$ cat config.mk
export PLATFORM = sky130hd
export DESIGN_NAME = spi_status_core
export DESIGN_NICKNAME = d
export VERILOG_FILES = /design/src/rtl/spi_stat_pkg.sv /design/src/rtl/spi_stat_sync.sv /design/src/rtl/spi_stat_shifter.sv /design/src/rtl/spi_stat_ctrl.sv /design/src/rtl/spi_stat_irq.sv /design/src/rtl/spi_status_core.sv
export SDC_FILE = /design/constraint.sdc
export NUM_CORES = 1
export LEC_CHECK = 0
export ABC_AREA = 1
export ABC_CLOCK_PERIOD_IN_PS = 1620
export BUFFER_PORTS_ARGS = -buffer_cell sky130_fd_sc_hd__buf_2
export CAP_MARGIN = 20
export CORE_MARGIN = 3
export CORE_UTILIZATION = 45
export CTS_BUF_LIST = sky130_fd_sc_hd__clkbuf_8
export DETAILED_ROUTE_END_ITERATION = 16
export PLACE_DENSITY = 0.67
export SLEW_MARGIN = 20
export SYNTH_ARGS = -nofsm -noshare
export SYNTH_HDL_FRONTEND = slang
export SYNTH_SLANG_ARGS = --single-unit
$ cat constraint.sdc
create_clock -name clk -period 1.62 [get_ports clk]
set_input_delay 0.081 -clock clk [delete_from_list [all_inputs] [get_ports clk]]
set_output_delay 0.081 -clock clk [all_outputs]
set_load 0.01 [all_outputs]
$ cat src/rtl/spi_stat_pkg.sv
// Package: shared constants for the SPI status core.
// Assumes: the synchronized pin vector is ordered {mosi, sck, ss_n}.
package spi_stat_pkg;
    localparam int SYNC_W   = 3;
    localparam int SS_BIT   = 0;
    localparam int SCK_BIT  = 1;
    localparam int MOSI_BIT = 2;
    // Idle levels: ss_n high, sck low, mosi low.
    localparam logic [SYNC_W-1:0] SYNC_IDLE = 3'b001;

    localparam int IRQ_SRCS = 3;
    localparam int SRC_RX   = 0;
    localparam int SRC_TX   = 1;
    localparam int SRC_ERR  = 2;
endpackage

$ cat src/rtl/spi_stat_sync.sv
// Module: two-flop synchronizer, one independent chain per bit.
// Assumes: each input bit is asynchronous to clk; RST_VAL gives the idle level per bit.
module spi_stat_sync #(
    parameter int              W       = 3,
    parameter logic [W-1:0]    RST_VAL = '0
) (
    input  logic         clk,
    input  logic         rst_n,
    input  logic [W-1:0] d,
    output logic [W-1:0] q
);
    for (genvar i = 0; i < W; i++) begin : g_bit
        logic meta_q;
        logic stab_q;
        // Purpose: move one pin bit into the clk domain through two flops.
        always_ff @(posedge clk) begin
            if (!rst_n) begin
                meta_q <= RST_VAL[i];
                stab_q <= RST_VAL[i];
            end else begin
                meta_q <= d[i];
                stab_q <= meta_q;
            end
        end
        assign q[i] = stab_q;
    end
endmodule

$ cat src/rtl/spi_stat_shifter.sv
// Module: shared serial shifter for master and slave roles, SCK mode 0, MSB first.
// Assumes: start and abort never coincide with a role change; slave sck/mosi are
// already synchronized; in master mode miso_in is stable around rising SCK.
module spi_stat_shifter #(
    parameter int DATA_W   = 8,
    parameter int HALF_DIV = 2
) (
    input  logic              clk,
    input  logic              rst_n,
    input  logic              is_master,
    input  logic              start,
    input  logic              abort,
    input  logic [DATA_W-1:0] tx_byte,
    input  logic              sck_q,
    input  logic              mosi_q,
    input  logic              miso_in,
    output logic              active,
    output logic              done,
    output logic [DATA_W-1:0] rx_byte,
    output logic              sck_o,
    output logic              ser_out
);
    localparam int CNT_W = (DATA_W > 2) ? $clog2(DATA_W) : 1;
    localparam int DIV_W = (HALF_DIV > 2) ? $clog2(HALF_DIV) : 1;
    localparam logic [CNT_W-1:0] LAST_BIT = CNT_W'(DATA_W - 1);
    localparam logic [DIV_W-1:0] DIV_TOP  = DIV_W'(HALF_DIV - 1);

    logic [DATA_W-1:0] sreg_q;
    logic [CNT_W-1:0]  cnt_q;
    logic [DIV_W-1:0]  div_q;
    logic              samp_q;
    logic              sck_prev_q;
    logic              tick;
    logic              sample_now;
    logic              shift_now;
    logic              in_bit;

    // Purpose: find this cycle's sample and shift events for the current role.
    always_comb begin
        tick = (div_q == DIV_TOP);
        if (is_master) begin
            sample_now = tick && !sck_o;
            shift_now  = tick && sck_o;
            in_bit     = miso_in;
        end else begin
            sample_now = sck_q && !sck_prev_q;
            shift_now  = !sck_q && sck_prev_q;
            in_bit     = mosi_q;
        end
    end

    assign done    = active && !abort && !start && shift_now && (cnt_q == LAST_BIT);
    assign rx_byte = {sreg_q[DATA_W-2:0], samp_q};
    assign ser_out = sreg_q[DATA_W-1];

    // Purpose: remember the last synchronized slave SCK level for edge detection.
    always_ff @(posedge clk) begin
        if (!rst_n) sck_prev_q <= 1'b0;
        else        sck_prev_q <= sck_q;
    end

    // Purpose: load, clock, shift and end one byte transfer.
    always_ff @(posedge clk) begin
        if (!rst_n) begin
            active <= 1'b0;
            sreg_q <= '0;
            cnt_q  <= '0;
            div_q  <= '0;
            sck_o  <= 1'b0;
            samp_q <= 1'b0;
        end else if (abort) begin
            active <= 1'b0;
            sck_o  <= 1'b0;
            div_q  <= '0;
        end else if (start) begin
            active <= 1'b1;
            sreg_q <= tx_byte;
            cnt_q  <= '0;
            div_q  <= '0;
            sck_o  <= 1'b0;
        end else if (active) begin
            if (is_master) begin
                div_q <= tick ? '0 : div_q + DIV_W'(1);
                if (tick) sck_o <= !sck_o;
            end
            if (sample_now) samp_q <= in_bit;
            if (shift_now) begin
                sreg_q <= {sreg_q[DATA_W-2:0], samp_q};
                cnt_q  <= cnt_q + CNT_W'(1);
                if (cnt_q == LAST_BIT) active <= 1'b0;
            end
        end
    end
endmodule

$ cat src/rtl/spi_stat_ctrl.sv
// Module: holding registers, status flags, role selection and mode-fault rules.
// Assumes: ss_q is synchronized; host strobes are single-cycle pulses.
module spi_stat_ctrl #(
    parameter int DATA_W = 8
) (
    input  logic              clk,
    input  logic              rst_n,
    input  logic              master_en,
    input  logic              fault_det_en,
    input  logic              ss_q,
    input  logic              active,
    input  logic              done,
    input  logic [DATA_W-1:0] rx_byte,
    input  logic              wr_tx,
    input  logic [DATA_W-1:0] wr_data,
    input  logic              rd_rx,
    input  logic              clr_fault,
    output logic              start,
    output logic              abort,
    output logic [DATA_W-1:0] tx_byte,
    output logic              tx_empty,
    output logic              rx_full,
    output logic [DATA_W-1:0] rx_data,
    output logic              mode_fault,
    output logic              is_master
);
    logic ss_prev_q;
    logic lock_q;
    logic master_hit;
    logic slave_drop;
    logic fault_set;

    // Purpose: apply the role-specific slave-select rules and choose start or abort.
    always_comb begin
        master_hit = is_master && fault_det_en && !ss_q;
        slave_drop = !is_master && active && ss_q;
        abort      = master_hit || slave_drop;
        fault_set  = master_hit || (slave_drop && fault_det_en);
        if (abort || active)  start = 1'b0;
        else if (is_master)   start = !tx_empty;
        else                  start = !ss_q && ss_prev_q;
    end

    // Purpose: keep the previous synchronized slave-select level.
    always_ff @(posedge clk) begin
        if (!rst_n) ss_prev_q <= 1'b1;
        else        ss_prev_q <= ss_q;
    end

    // Purpose: transmit holding register and its empty flag (a write beats a handoff).
    always_ff @(posedge clk) begin
        if (!rst_n) begin
            tx_byte  <= '0;
            tx_empty <= 1'b1;
        end else if (wr_tx) begin
            tx_byte  <= wr_data;
            tx_empty <= 1'b0;
        end else if (start) begin
            tx_empty <= 1'b1;
        end
    end

    // Purpose: receive holding register and its full flag (completion beats a read).
    always_ff @(posedge clk) begin
        if (!rst_n) begin
            rx_data <= '0;
            rx_full <= 1'b0;
        end else if (done) begin
            rx_data <= rx_byte;
            rx_full <= 1'b1;
        end else if (rd_rx) begin
            rx_full <= 1'b0;
        end
    end

    // Purpose: sticky mode-fault flag, cleared by a write-one strobe.
    always_ff @(posedge clk) begin
        if (!rst_n)          mode_fault <= 1'b0;
        else if (fault_set)  mode_fault <= 1'b1;
        else if (clr_fault)  mode_fault <= 1'b0;
    end

    // Purpose: role register with demotion lock after a master fault.
    always_ff @(posedge clk) begin
        if (!rst_n) begin
            is_master <= 1'b0;
            lock_q    <= 1'b0;
        end else if (master_hit) begin
            is_master <= 1'b0;
            lock_q    <= 1'b1;
        end else if (lock_q) begin
            if (!master_en) lock_q <= 1'b0;
        end else if (!active) begin
            is_master <= master_en;
        end
    end
endmodule

$ cat src/rtl/spi_stat_irq.sv
// Module: per-source interrupt gating and merge.
// Assumes: flag and enable vectors share the same source order.
module spi_stat_irq #(
    parameter int N = 3
) (
    input  logic [N-1:0] flags,
    input  logic [N-1:0] enables,
    output logic         req
);
    logic [N-1:0] gated;
    for (genvar i = 0; i < N; i++) begin : g_src
        assign gated[i] = flags[i] & enables[i];
    end
    assign req = |gated;
endmodule

$ cat src/rtl/spi_status_core.sv
// Module: top of the SPI status core; wires synchronizer, shifter, control and irq.
// Assumes: the slave SCK half period is at least three clk cycles.
module spi_status_core
    import spi_stat_pkg::*;
#(
    parameter int DATA_W   = 8,
    parameter int HALF_DIV = 2
) (
    input  logic              clk,
    input  logic              rst_n,
    input  logic              master_en,
    input  logic              fault_det_en,
    input  logic              rx_ie,
    input  logic              tx_ie,
    input  logic              err_ie,
    input  logic              wr_tx,
    input  logic [DATA_W-1:0] wr_data,
    input  logic              rd_rx,
    input  logic              clr_fault,
    output logic [DATA_W-1:0] rx_data,
    output logic              tx_empty,
    output logic              rx_full,
    output logic              mode_fault,
    output logic              is_master,
    output logic              busy,
    output logic              irq,
    input  logic              ss_n_in,
    input  logic              sck_in,
    input  logic              mosi_in,
    input  logic              miso_in,
    output logic              sck_out,
    output logic              mosi_out,
    output logic              miso_out
);
    logic [SYNC_W-1:0] pins_raw;
    logic [SYNC_W-1:0] pins_q;
    logic              start;
    logic              abort;
    logic              done;
    logic [DATA_W-1:0] tx_byte;
    logic [DATA_W-1:0] rx_byte;
    logic              ser_out;
    logic [IRQ_SRCS-1:0] flag_vec;
    logic [IRQ_SRCS-1:0] en_vec;

    always_comb begin
        pins_raw           = '0;
        pins_raw[SS_BIT]   = ss_n_in;
        pins_raw[SCK_BIT]  = sck_in;
        pins_raw[MOSI_BIT] = mosi_in;
    end

    spi_stat_sync #(.W(SYNC_W), .RST_VAL(SYNC_IDLE)) u_sync (
        .clk   (clk),
        .rst_n (rst_n),
        .d     (pins_raw),
        .q     (pins_q)
    );

    spi_stat_shifter #(.DATA_W(DATA_W), .HALF_DIV(HALF_DIV)) u_shift (
        .clk       (clk),
        .rst_n     (rst_n),
        .is_master (is_master),
        .start     (start),
        .abort     (abort),
        .tx_byte   (tx_byte),
        .sck_q     (pins_q[SCK_BIT]),
        .mosi_q    (pins_q[MOSI_BIT]),
        .miso_in   (miso_in),
        .active    (busy),
        .done      (done),
        .rx_byte   (rx_byte),
        .sck_o     (sck_out),
        .ser_out   (ser_out)
    );

    spi_stat_ctrl #(.DATA_W(DATA_W)) u_ctrl (
        .clk          (clk),
        .rst_n        (rst_n),
        .master_en    (master_en),
        .fault_det_en (fault_det_en),
        .ss_q         (pins_q[SS_BIT]),
        .active       (busy),
        .done         (done),
        .rx_byte      (rx_byte),
        .wr_tx        (wr_tx),
        .wr_data      (wr_data),
        .rd_rx        (rd_rx),
        .clr_fault    (clr_fault),
        .start        (start),
        .abort        (abort),
        .tx_byte      (tx_byte),
        .tx_empty     (tx_empty),
        .rx_full      (rx_full),
        .rx_data      (rx_data),
        .mode_fault   (mode_fault),
        .is_master    (is_master)
    );

    always_comb begin
        flag_vec          = '0;
        en_vec            = '0;
        flag_vec[SRC_RX]  = rx_full;
        flag_vec[SRC_TX]  = tx_empty;
        flag_vec[SRC_ERR] = mode_fault;
        en_vec[SRC_RX]    = rx_ie;
        en_vec[SRC_TX]    = tx_ie;
        en_vec[SRC_ERR]   = err_ie;
    end

    spi_stat_irq #(.N(IRQ_SRCS)) u_irq (
        .flags   (flag_vec),
        .enables (en_vec),
        .req     (irq)
    );

    assign mosi_out = is_master ? ser_out : 1'b0;
    assign miso_out = is_master ? 1'b0 : ser_out;
endmodule

==> results.md <==
* Run status: complete, no violations
* Power density normalized to cell area at 969 nW/um^2
* Critical Path Max Stage Delay at 0.41 ns
* Setup_tns at 0 ns
* Port Buffers at 38
* Worst Path Arrival at about 1.6 ns
* DRC violation count after routing at 0
* FILL cells at between 400 and 500
* Setup clock skew after layout at about 0.0023 ns
* Antenna violations before repair at 0
* Category of the most critical setup path: flop to flop
* Vias after detailed routing at 1,772
* Post-DP HPWL at 2930 microns
* Area of the core at 4120 sq um
* Violation count after the first detailed-routing iteration at 76
* Ratio of final minimum period to clock period at 85.6%
* Number of sinks driven by the clock tree at 44
* Number of buffers inserted during clock tree synthesis at 5
* Required time at the endpoint of the critical path at 1.81 ns
* Leakage at 1.18 nW
* Post-synthesis sequential element count at 44
* Final weighted congestion in routability-driven placement at slightly below 0.9
* Setup violations, final at 0
* Cell Area, Synth at roughly 2000 sq um
* Max FO, Critical Path at 19
* Final worst path period need at between 1 and 1.5 ns
* Die W at ~72 microns
* Area added between synthesis and finish at 17.9%
* Category of the worst setup path capture point: flop
* Critical Path, Cell by Cell: buf_4, nand3_1, nand2_2, nand2_1, nand2_2, nand2_4, nor2_1, nor2_1
* Switching component of the power at 0.623 mW
* Maximum capacitance violations at 0
* Maximum number of pins on one net before global-route repair at 25
* Crit path launch type: flop
* Number of standard-cell rows in the floorplan at 23
* Switching fraction of total power at 27.8%
* Normalized max-slew margin at 75.9%
* Worst reg-to-reg path cell count at 8
* RSZ-0062 raised after global routing: no
* Number of diodes at 0
* Max IR drop VDD at between 0.5 and 0.6 mV
* Worst hold stages at 3
* Die Footprint at 5180 sq um
* Clock root cell: clkbuf_8
* Clock buffer depth at 2
* Share of layout cells above drive strength 1 at 22.3%
* Worst hold-check path type: primary input to flop
* Routed wirelength normalized by instance count at 10.7 microns
* Portion of total power attributed to combinational logic at between 15 and 20%
* Clock share of power at between 30% and 40%
* Transition time at the pin with the least slew margin at about 0.36 ns
* Count of nets left with antenna violations after detail routing at 0
* Later-pin clock latency in the skew report at 0.29 ns
* Number of primary I/O pins at 39
* Total overflow reported by the global router at 0
* Final hold vios at 0
* Slowest library cell on the worst path: dfxtp_2
* Avg Synthesized Cell Area at between 7 and 8 sq um
* Setup slack of the most critical reg-to-reg path at 0.23 ns
* Mapped Nets at 302
* Clock tree from TritonCTS: yes
* Post-DR vias/cell at 4.75
* Synth unique cells at 25
* Net count of the finished layout at 346
* Minimum setup slack in the final design at roughly 0.23 ns
* Length of the first detailed-routing pass in iterations at 4
* Number of warnings reported in the yosys synthesis log at 0
* Sequential cell area fraction in the yosys report at 44.9%
* Global-route wire length before repair at 7160 microns
* Count of pins over their slew limit at 0
* Clock Pin Slew Worst Setup and Hold Paths at 0.08 ns
* Internal power contribution at 1.62 mW
* Setup fix buffers added after clock tree synthesis at 0
* Achievable clock frequency at 721 MHz
* Worst slack, placed at 0.146 ns
* Initial standard-cell utilization of the core at a little under half
* Power share of the sequential group at between 50% and 60%
* H-Tree Depth at 2
* Final routed wirelength across all metal layers at 3970 microns
* Vertical extent of the die at around 72 microns
* Post-Synthesis Cells at 278
* All-layer global routing usage at 17.4%
* Number of global-route vias before repair at 1,635
## worst paths after layout
| kind | from | endpoint |
|---|---|---|
| worst max register to register | u_ctrl.is_master | u_shift.sreg_q[2] |
| worst min-delay path | wr_data[0] | u_ctrl.tx_byte[0] |
| worst min register to register | u_sync.g_bit[1].meta_q | u_sync.g_bit[1].stab_q |
| worst max-delay path | u_ctrl.is_master | u_shift.sreg_q[2] |
## registers in the layout, indices dropped and copies added (netlist names), 3 cells and up
signal and flops:
u_ctrl.tx_byte 8, u_sync.g_bit.stab_q 3, u_shift.cnt_q 3, u_ctrl.rx_data 8, u_shift.sreg_q 8, u_sync.g_bit.meta_q 3
## area by class of cell
class                   count  area [sq um]  area share (%)
clock buffers               6          82.6            3.57
clock inverters             2          7.51           0.325
inverters                  31           119            5.14
multi-input cells         193           890            38.5
flip-flops and latches     44           882            38.2
well taps                  50          62.6            2.71
repair buffers             47           268            11.6
## synth_stat cells
| master | instances | area share (%) |
|---|---|---|
| a211oi_1 | 1 | 0.38 |
| a21oi_1 | 7 | 1.8 |
| a21oi_2 | 1 | 0.45 |
| buf_1 | 1 | 0.19 |
| buf_4 | 2 | 0.77 |
| buf_6 | 2 | 1.1 |
| buf_8 | 1 | 0.77 |
| clkbuf_1 | 4 | 0.77 |
| dfxtp_1 | 44 | 45 |
| ha_1 | 2 | 1.3 |
| inv_1 | 27 | 5.2 |
| inv_2 | 3 | 0.57 |
| inv_4 | 1 | 0.32 |
| nand2_1 | 70 | 13 |
| nand2_2 | 5 | 1.6 |
| nand2_4 | 2 | 1.1 |
| nand3_1 | 23 | 5.9 |
| nand3_2 | 3 | 1.5 |
| nand3_4 | 1 | 0.89 |
| nor2_1 | 59 | 11 |
| nor2_2 | 2 | 0.64 |
| nor2_4 | 2 | 1.1 |
| nor3_1 | 1 | 0.26 |
| o21ai_0 | 12 | 3.1 |
| or2_2 | 2 | 0.64 |
## cell families after synthesis
logic type | share of synthesized area, %
AND/OR/NAND/NOR | 38.4
flip-flops | 44.9
buffers and inverters | 9.70
adder cells (fa/ha/maj) | 1.28
AO/OA/AOI/OAI | 5.68
## critical path: cells and delay by family (launching register included)
family	cells	cell delay, ns
flops	1	0.41
buf+inv	1	0.17
simple gates	7	0.71
## power groups by stage
stage               Clock, mW  Combinational [mW]  Sequential (mW)
detailed placement          0               0.361             1.20
global route            0.758               0.426             1.19
CTS                     0.710               0.372             1.18
floorplan                   0               0.285             1.19
global placement            0               0.356             1.20
finish                  0.689               0.370             1.18
## per-layer routing
| metal | GRT usage, % | vias up | part of all wire, % |
|---|---|---|---|
| li1 | - | 940 | - |
| met1 | 23.6 | 774 | 47 |
| met2 | 26.2 | 49 | 44 |
| met3 | 4.71 | 9 | 6.9 |
| met4 | 7.10 | 0 | 2.0 |
| met5 | 0 | - | 0 |
## timing repair
action,4_1_cts,5_1_grt
hold endpoints to repair,4,0
hold buffers,4,0
gates resized for setup,0,1
endpoints found under the setup margin,0,6
## per-stage QoR
step	power (mW)	hold WS [ns]	instance area (sq um)	util [%]	std cells
final	2.24	0.00449	2310	56.2	373
after floorplan	1.48	0.179	1960	-	278
after global routing	2.37	0.0286	2310	56.2	373
after global placement	1.56	0.261	2180	53.0	361
after detailed placement	1.57	0.267	2180	53.0	361
after CTS	2.26	0.000165	2310	56.1	373
## placed cells by master, fill, tap and decap left out, types with 2 or more instances in the layout
master	n
nand2_1	70
nor2_1	59
dfxtp_1	43
buf_2	38
inv_1	29
nand3_1	23
o21ai_0	12
a21oi_1	7
clkbuf_8	6
nand2_2	5
buf_4	5
dlygate4sd3_1	4
inv_2	3
nand3_2	3
or2_2	2
nand2_4	2
nor2_2	2
nor2_4	2
ha_1	2
(Power assumes the default switching activity.)
